### src/rtl/ddrct_pkg.sv
package ddrct_pkg;
  typedef enum logic [3:0] {
    C_NOP   = 4'd0,  C_DESEL = 4'd1,  C_MRS  = 4'd2,  C_REF  = 4'd3,
    C_SRE   = 4'd4,  C_SRX   = 4'd5,  C_ACT  = 4'd6,  C_RD   = 4'd7,
    C_RDA   = 4'd8,  C_WR    = 4'd9,  C_WRA  = 4'd10, C_BST  = 4'd11,
    C_PRE   = 4'd12, C_PREA  = 4'd13, C_PDE  = 4'd14, C_PDX  = 4'd15
  } cmd_e;

  typedef enum logic [1:0] {
    P_RUN = 2'd0, P_PPD = 2'd1, P_APD = 2'd2, P_SREF = 2'd3
  } pwr_e;
endpackage

### src/rtl/ddrct_decode.sv
module ddrct_decode
  import ddrct_pkg::*;
#(
  parameter int BA_W = 2
) (
  input  logic            cke_q,
  input  logic            cke,
  input  logic            cs_n,
  input  logic            ras_n,
  input  logic            cas_n,
  input  logic            we_n,
  input  logic            ap_pin,
  input  logic            in_sref,
  input  logic [BA_W-1:0] ba,
  output cmd_e            cmd,
  output logic [BA_W-1:0] bank_idx
);
  // bank index is the bank address with its bits reversed
  for (genvar i = 0; i < BA_W; i++) begin : g_rev
    assign bank_idx[i] = ba[BA_W-1-i];
  end

  always_comb begin
    cmd = C_NOP;
    if (cke_q && !cke) begin
      cmd = (!cs_n && {ras_n, cas_n, we_n} == 3'b001) ? C_SRE : C_PDE;
    end else if (!cke_q && cke) begin
      cmd = in_sref ? C_SRX : C_PDX;
    end else if (!cke_q) begin
      cmd = C_NOP;
    end else if (cs_n) begin
      cmd = C_DESEL;
    end else begin
      case ({ras_n, cas_n, we_n})
        3'b000:  cmd = C_MRS;
        3'b001:  cmd = C_REF;
        3'b010:  cmd = ap_pin ? C_PREA : C_PRE;
        3'b011:  cmd = C_ACT;
        3'b100:  cmd = ap_pin ? C_WRA : C_WR;
        3'b101:  cmd = ap_pin ? C_RDA : C_RD;
        3'b110:  cmd = C_BST;
        default: cmd = C_NOP;
      endcase
    end
  end
endmodule

### src/rtl/ddrct_bank.sv
module ddrct_bank #(
  parameter int ROW_W = 13
) (
  input  logic             clk,
  input  logic             rst_n,
  input  logic             open_en,
  input  logic             close_en,
  input  logic [ROW_W-1:0] row_in,
  output logic             is_open,
  output logic [ROW_W-1:0] row_q
);
  always_ff @(posedge clk) begin
    if (!rst_n) begin
      is_open <= 1'b0;
      row_q   <= '0;
    end else if (open_en) begin
      is_open <= 1'b1;
      row_q   <= row_in;
    end else if (close_en) begin
      is_open <= 1'b0;
    end
  end
endmodule

### src/rtl/ddrct_wincnt.sv
module ddrct_wincnt #(
  parameter int CNT_W = 2
) (
  input  logic             clk,
  input  logic             rst_n,
  input  logic             load,
  input  logic [CNT_W-1:0] load_val,
  output logic             busy,
  output logic             last
);
  logic [CNT_W-1:0] cnt;

  always_ff @(posedge clk) begin
    if (!rst_n)          cnt <= '0;
    else if (load)       cnt <= load_val;
    else if (cnt != '0)  cnt <= cnt - 1'b1;
  end

  assign busy = (cnt != '0);
  assign last = (cnt == CNT_W'(1));
endmodule

### src/rtl/ddr_cmd_tracker.sv
module ddr_cmd_tracker
  import ddrct_pkg::*;
#(
  parameter int NUM_BANKS    = 4,
  parameter int ROW_W        = 13,
  parameter int AP_BIT       = 10,
  parameter int MRS_GAP      = 2,
  parameter int BURST_CYCLES = 4
) (
  input  logic                         clk,
  input  logic                         rst_n,
  input  logic                         cke,
  input  logic                         cs_n,
  input  logic                         ras_n,
  input  logic                         cas_n,
  input  logic                         we_n,
  input  logic [$clog2(NUM_BANKS)-1:0] ba,
  input  logic [ROW_W-1:0]             addr,
  output logic [3:0]                   cmd_code,
  output logic                         cmd_err,
  output logic [NUM_BANKS-1:0]         bank_open,
  output logic [NUM_BANKS*ROW_W-1:0]   open_rows,
  output logic [1:0]                   pwr_mode
);
  localparam int BA_W  = $clog2(NUM_BANKS);
  localparam int GAP_W = $clog2(MRS_GAP + 1);
  localparam int BST_W = $clog2(BURST_CYCLES);

  logic            cke_q;
  pwr_e            pwr_q, pwr_d;
  cmd_e            cmd, cmd_q;
  logic            err_q;
  logic [BA_W-1:0] bank_idx, ap_bank;
  logic            mrs_busy, mrs_last_unused;
  logic            ap_busy, ap_last;
  logic            all_idle, tgt_open, quiet, need_idle, is_col, illegal, accept;
  logic            mrs_load, ap_load;
  logic [NUM_BANKS-1:0] open_en, close_en;

  ddrct_decode #(.BA_W(BA_W)) u_dec (
    .cke_q   (cke_q),
    .cke     (cke),
    .cs_n    (cs_n),
    .ras_n   (ras_n),
    .cas_n   (cas_n),
    .we_n    (we_n),
    .ap_pin  (addr[AP_BIT]),
    .in_sref (pwr_q == P_SREF),
    .ba      (ba),
    .cmd     (cmd),
    .bank_idx(bank_idx)
  );

  // legality of the sampled command against bank state and windows
  always_comb begin
    all_idle  = (bank_open == '0);
    tgt_open  = bank_open[bank_idx];
    quiet     = (cmd == C_NOP) || (cmd == C_DESEL);
    need_idle = (cmd == C_MRS) || (cmd == C_REF) || (cmd == C_SRE);
    is_col    = (cmd == C_RD) || (cmd == C_RDA) || (cmd == C_WR) || (cmd == C_WRA);
    illegal   = (mrs_busy && !quiet)
             || (need_idle && !all_idle)
             || ((cmd == C_ACT) && tgt_open)
             || (is_col && (!tgt_open || ap_busy));
    accept    = !illegal;
    mrs_load  = accept && (cmd == C_MRS);
    ap_load   = accept && ((cmd == C_RDA) || (cmd == C_WRA));
  end

  // per-bank open and close strobes
  always_comb begin
    for (int i = 0; i < NUM_BANKS; i++) begin
      open_en[i]  = accept && (cmd == C_ACT) && (bank_idx == BA_W'(i));
      close_en[i] = (accept && (((cmd == C_PRE) && (bank_idx == BA_W'(i)))
                                || (cmd == C_PREA)))
                 || (ap_last && (ap_bank == BA_W'(i)));
    end
  end

  for (genvar g = 0; g < NUM_BANKS; g++) begin : g_bank
    ddrct_bank #(.ROW_W(ROW_W)) u_bank (
      .clk     (clk),
      .rst_n   (rst_n),
      .open_en (open_en[g]),
      .close_en(close_en[g]),
      .row_in  (addr),
      .is_open (bank_open[g]),
      .row_q   (open_rows[g*ROW_W +: ROW_W])
    );
  end

  ddrct_wincnt #(.CNT_W(GAP_W)) u_mrs_gap (
    .clk     (clk),
    .rst_n   (rst_n),
    .load    (mrs_load),
    .load_val(GAP_W'(MRS_GAP)),
    .busy    (mrs_busy),
    .last    (mrs_last_unused)
  );

  ddrct_wincnt #(.CNT_W(BST_W)) u_ap_win (
    .clk     (clk),
    .rst_n   (rst_n),
    .load    (ap_load),
    .load_val(BST_W'(BURST_CYCLES - 1)),
    .busy    (ap_busy),
    .last    (ap_last)
  );

  // power mode follows the clock-enable transitions
  always_comb begin
    pwr_d = pwr_q;
    case (cmd)
      C_SRE:         pwr_d = illegal ? (all_idle ? P_PPD : P_APD) : P_SREF;
      C_PDE:         pwr_d = all_idle ? P_PPD : P_APD;
      C_SRX, C_PDX:  pwr_d = P_RUN;
      default:       pwr_d = pwr_q;
    endcase
  end

  always_ff @(posedge clk) begin
    if (!rst_n) begin
      cke_q   <= 1'b1;
      pwr_q   <= P_RUN;
      cmd_q   <= C_NOP;
      err_q   <= 1'b0;
      ap_bank <= '0;
    end else begin
      cke_q <= cke;
      pwr_q <= pwr_d;
      cmd_q <= cmd;
      err_q <= illegal;
      if (ap_load) ap_bank <= bank_idx;
    end
  end

  assign cmd_code = cmd_q;
  assign cmd_err  = err_q;
  assign pwr_mode = pwr_q;
endmodule

### config.mk
export PLATFORM = sky130hd
export DESIGN_NAME = ddr_cmd_tracker
export DESIGN_NICKNAME = d
export VERILOG_FILES = /design/src/rtl/ddrct_pkg.sv /design/src/rtl/ddrct_decode.sv /design/src/rtl/ddrct_bank.sv /design/src/rtl/ddrct_wincnt.sv /design/src/rtl/ddr_cmd_tracker.sv
export SDC_FILE = /design/constraint.sdc
export NUM_CORES = 1
export LEC_CHECK = 0
export BUFFER_PORTS_ARGS = -buffer_cell sky130_fd_sc_hd__buf_2
export CAP_MARGIN = 15
export CORE_UTILIZATION = 30
export DETAILED_ROUTE_END_ITERATION = 8
export PLACE_DENSITY_LB_ADDON = 0.25
export REMOVE_ABC_BUFFERS = 1
export SLEW_MARGIN = 20
export SYNTH_ARGS = -nofsm -noshare
export SYNTH_HDL_FRONTEND = slang
export SYNTH_SLANG_ARGS = --single-unit
export TNS_END_PERCENT = 20
### constraint.sdc
create_clock -name clk -period 2.1 [get_ports clk]
set_input_delay 0.42 -clock clk [delete_from_list [all_inputs] [get_ports clk]]
set_output_delay 0.42 -clock clk [all_outputs]
set_load 0.02 [all_outputs]
==> out/metrics.cfg, run 1 <==
[run_status]
outcome=finished, final reports clean

[logic_synthesis]
synthCells=308
synth_edf_count=0
synth_top_area_share=0.427
yosysTopAreaCell=dfxtp_1
async_reset_ff_frac=0
syn_area_um2=3280
avgSynthCellArea_um2=10.6
yosys_most_used_dff=dfxtp_1
yosysUniqueCellTypes=53
ys_ff_latch=70
yosysWarnings=0
ys_seq_area_frac=0.427
synthTopCellsByArea=dfxtp_1 43%, mux2i_1 17%, nor2b_1 11%

[worst_hold_path]
holdCritPathClass=in -> reg

[flow_run]
drv_cap=0

[timing]
fmax_mhz=497
slew_viol_final=0
hold_viol=0
slew_headroom=0.653
tightest_slew_ps=517
hold_ws_ps=367
fin_setup_tns_ps=0
worst_slack_ps=87.2
setup_viol=0
fin_crit_ps=2010
clock_skew_ps=8.98
period_share=0.958
rsz0062_at_grt=false

[clock_tree]
cts_tree=built
cts_max_level=3
ctsLongestPathBuffers=2
cts_sinks=70
cts-root-buf=clkbuf_8
cts_buffers=9
clock_latency_ps=360
clk_pin_slew_ps=80

[floorplanning]
start_util=0.313
dieArea_um2=11300
rows=37
coreArea_um2=10500
die_x_um=107
fp.dieH_um=107
num_io_pins=85

[global_route]
top_usage_layer=met2
grtUsageTotal=0.147
grt_start_max_net_pins=53
grt_use_met1=0.173
gr-usage-met2=0.237
grt_pass1_wl_mm=12.8
antenna_found_initial=0
first_global_vias=2585
use_met3=0.0723
overflow=0

[power_and_ir_drop]
total_power_mw=2.89
power_density_nw_per_um2=658
ir_drop_v=0.000401
leakage_nw=2.23

[place]
dpl.hpwl_mm=5.77
gp_congestion=0.816
dpl.cell_count=551
place_ws_ps=-179
placed_area_um2=4190
io_buffers=84

[routing]
drt_first_pass_iters=4
vias_per_cell=4.56
first_iter_violations=107
vias=2585
postRouteAntennaNets=0
totalWireLength_mm=7.90
wl_per_cell_um=13.9
drc=0

[finish]
final.fill_count=1070
nets=450
stdcell_area_um2=4390
diodes=0
drive_gt1_frac=0.374
areaGrowthSynthToFinish_pct=33.9
fin_cells=567
final_util=0.420

[critical_path]
path_class=reg -> reg
worstPathRequired_ps=2340
arrival_ps=2260
worstSetupEndpointType=flop
crit_fanout=4
crit_path_start_kind=flop

[critical path, cell delays in order (launching register included)]
cell and delay, ps:
dfxtp_1 340, mux4_2 530, and2_1 230, a2111oi_2 370, nor4_1 140, o32a_1 290
[cell usage after synthesis, types with 4 or more instances]
master    number
a21boi_1       4
nor2b_1       57
o21a_1         4
a21o_1         5
clkbuf_1       8
buf_4          9
dfxtp_1       70
nand2_1        7
nor2_1         8
inv_1          5
mux2i_1       55
o21ai_0        8
nand2b_1       6
and2_1         6
[final timing paths]
kind | cells past startpoint | slack, ps | endpoint | startpoint
min reg2reg | 1 | 500 | u_mrs_gap.cnt[0] | u_mrs_gap.cnt[0]
min | 3 | 370 | g_bank[2].u_bank.row_q[12] | addr[12]
max reg2reg | 5 | 90 | pwr_mode[0] | g_bank[0].u_bank.is_open
max | 5 | 90 | pwr_mode[0] | g_bank[0].u_bank.is_open
[cells by family (layout without fill, tap and decap cells)]
family | after synthesis | count (layout) | synth area share
adders and majority gates | 2 | 2 | 0.00763
and+or+nand+nor | 109 | 109 | 0.232
DFF | 70 | 70 | 0.427
buffers and inverters | 25 | 148 | 0.0439
xor gates and xnor gates | 1 | 1 | 0.00267
muxes | 56 | 56 | 0.175
AOI/OAI and AO/OA | 45 | 45 | 0.111
[what timing repair did]
action | 4_1_cts | 5_1_grt
gates resized for setup | 0 | 3
hold endpoints to repair | 0 | 0
hold buffers | 0 | 0
setup endpoints to repair | 0 | 22
buffers inserted | 0 | 0
[final cells by class]
| class | instances | area, um^2 | share of cell area |
|---|---|---|---|
| well taps | 136 | 170 | 0.0388 |
| clock buffers | 11 | 131 | 0.0299 |
| repair buffers | 127 | 868 | 0.198 |
| inverters | 5 | 18.8 | 0.00427 |
| multi-input cells | 213 | 1740 | 0.396 |
| flip-flops and latches | 70 | 1400 | 0.319 |
| clock inverters | 5 | 60.1 | 0.0137 |
[sequential cells by signal (all words and copies together), names as in the netlist]
register / count
cke_q: 1
cmd_err: 1
pwr_mode: 2
ap_bank: 2
u_ap_win.cnt: 2
g_bank.u_bank.row_q: 52
cmd_code: 4
g_bank.u_bank.is_open: 4
u_mrs_gap.cnt: 2
[routing by layer]
metal,wire length [um],vias up
met2,3700,69
met5,0,-
met3,595,10
met1,3520,1198
li1,-,1308
met4,85,0
[power breakdown]
part / switching (mW) / internal [mW] / total, mW
logic: 0.219 / 0.209 / 0.428
clock network: 0.528 / 0.551 / 1.08
registers: 0.0190 / 1.36 / 1.38
[cells in the final DEF (no fill, tap or decap), drive strengths merged, types with 6 or more instances in the layout]
| master | instances |
|---|---|
| mux2i | 55 |
| buf | 127 |
| dfxtp | 70 |
| and2 | 6 |
| nand2 | 7 |
| nand2b | 8 |
| nor2 | 8 |
| clkbuf | 11 |
| o21ai | 9 |
| nor2b | 57 |
(Power assumes the default switching activity.)
==> inputs of run 2 (changes only) <==
--- a/config.mk
+++ b/config.mk
@@ -7,6 +7,8 @@
 export LEC_CHECK = 0
 export BUFFER_PORTS_ARGS = -buffer_cell sky130_fd_sc_hd__buf_2
 export CAP_MARGIN = 15
+export CELL_PAD_IN_SITES_DETAIL_PLACEMENT = 0
+export CELL_PAD_IN_SITES_GLOBAL_PLACEMENT = 2
 export CORE_UTILIZATION = 30
 export DETAILED_ROUTE_END_ITERATION = 8
 export PLACE_DENSITY_LB_ADDON = 0.25
==> constraint.sdc (replaced) <==
create_clock -name clk -period 2.1 [get_ports clk]
set_input_delay 0.42 -clock clk [delete_from_list [all_inputs] [get_ports clk]]
set_output_delay 0.42 -clock clk [all_outputs]
set_load 0.005 [all_outputs]
==> run 2 against run 1 <==
Net effect: non-clock buffer count increased by 6; critical path depth unchanged; sequential power about the same.
==> out/metrics.cfg, run 2 (synthesized netlist as in run 1, its figures left out) <==
[run_status]
outcome=finished, final reports clean

[floorplanning]
die_x_um=107
start_util=0.313
fp.dieH_um=107
coreArea_um2=10500
num_io_pins=85
dieArea_um2=11300
rows=37

[global_route]
grtUsageTotal=0.149
grt_pass1_wl_mm=13.0
antenna_found_initial=0
overflow=0
grt_start_max_net_pins=23
first_global_vias=2568

[power_and_ir_drop]
ir_drop_v=0.000441
leakage_nw=2.26
power_density_nw_per_um2=661

[timing]
clock_skew_ps=13.7
setup_viol=0
tightest_slew_ps=482
hold_viol=0
period_share=0.952
fmax_mhz=500
rsz0062_at_grt=false
hold_ws_ps=371
slew_viol_final=0
fin_crit_ps=2000
slew_headroom=0.675

[place]
io_buffers=84
placed_area_um2=4200
dpl.cell_count=557
gp_congestion=0.727
dpl.hpwl_mm=5.74

[critical_path]
arrival_ps=2250
worstPathRequired_ps=2350
critPathSlowestCell=mux4_2
crit_path_start_kind=flop
crit_fanout=3
crit_chain=mux4_2 -> and2_1 -> a2111oi_2 -> nor4_2 -> o32a_1
worstSetupEndpointType=flop
critPathMaxStageDelay_ps=540
path_class=reg -> reg

[finish]
largest_register_ffs=52
nets=456
final_common_cell=buf_2
fin_cells=573
final_util=0.423
diodes=0
layout_common_cells=84 x buf_2, 70 x dfxtp_1, 57 x nor2b_1
stdcell_area_um2=4420
final.fill_count=1076
drive_gt1_frac=0.380
regMostFlops=g_bank.u_bank.row_q
areaGrowthSynthToFinish_pct=35.0

[clock_tree]
cts_tree=built
clk_pin_slew_ps=80
cts_max_level=3
cts_sinks=70
clock_latency_ps=350
ctsLongestPathBuffers=2
cts_buffers=9
cts-root-buf=clkbuf_8

[routing]
totalWireLength_mm=7.95
wl_per_cell_um=13.9
vias_per_cell=4.50
first_iter_violations=73
drc=0
vias=2581
postRouteAntennaNets=0
drt_first_pass_iters=4

[worst_hold_path]
holdCritPathClass=in -> reg

[flow_run]
drv_cap=0

## run 2: cell types whose count changed in the layout (fill, tap and decap cells not counted), sizes merged
cell / delta
inv: +1
buf: +6
clkbuf: +1
clkinv: -2
## run 2: final timing paths
path / depth (start not counted) / from / slack, ps / end
worst max-delay path: 5 / g_bank[3].u_bank.is_open / 100 / pwr_mode[0]
worst min-delay path: 3 / addr[9] / 370 / g_bank[0].u_bank.row_q[9]
worst max register to register: 5 / g_bank[3].u_bank.is_open / 100 / pwr_mode[0]
worst min register to register: 1 / u_mrs_gap.cnt[0] / 500 / u_mrs_gap.cnt[0]
## run 2: layer usage
| metal | up-vias | global-route usage | wire [um] |
|---|---|---|---|
| met5 | - | 0 | 0 |
| met4 | 0 | 0.0499 | 109 |
| met3 | 10 | 0.0582 | 565 |
| met2 | 69 | 0.234 | 3570 |
| met1 | 1184 | 0.186 | 3700 |
| li1 | 1318 | - | - |
## run 2: timing repair
action,CTS,global route
hold buffers,0,0
buffers inserted,0,0
gates resized for setup,0,3
endpoints found under the setup margin,0,10
## run 2: final cells by class
type	count	area, um^2	area share
tap	136	170	0.0385
multi-input combinational	213	1760	0.397
clock buffer	12	145	0.0328
clock inverter	4	55.1	0.0124
sequential	70	1400	0.317
inverter	5	18.8	0.00424
timing repair buffer	133	876	0.198
## run 2: critical path: cells and delay by family, from the launching register on
| kind | cells | cell delay (ps) |
|---|---|---|
| compound gates | 2 | 710 |
| mux | 1 | 540 |
| flops | 1 | 320 |
| simple gates | 2 | 340 |
## run 2: report_power, final
group | switching [mW] | internal, mW
Combinational | 0.206 | 0.219
Sequential | 0.0172 | 1.36
Clock | 0.534 | 0.589
Total | 0.757 | 2.17
## run 2: through the flow
stage / worst slack, ps / total power, mW / setup TNS, ps
after detailed placement: -235 / 1.83 / -12300
final: 102 / 2.93 / 0
after global routing: 4.48 / 3.08 / 0
after global placement: -212 / 1.83 / -10810
after CTS: 70.3 / 2.98 / 0
after floorplan: -20.6 / 1.64 / -826
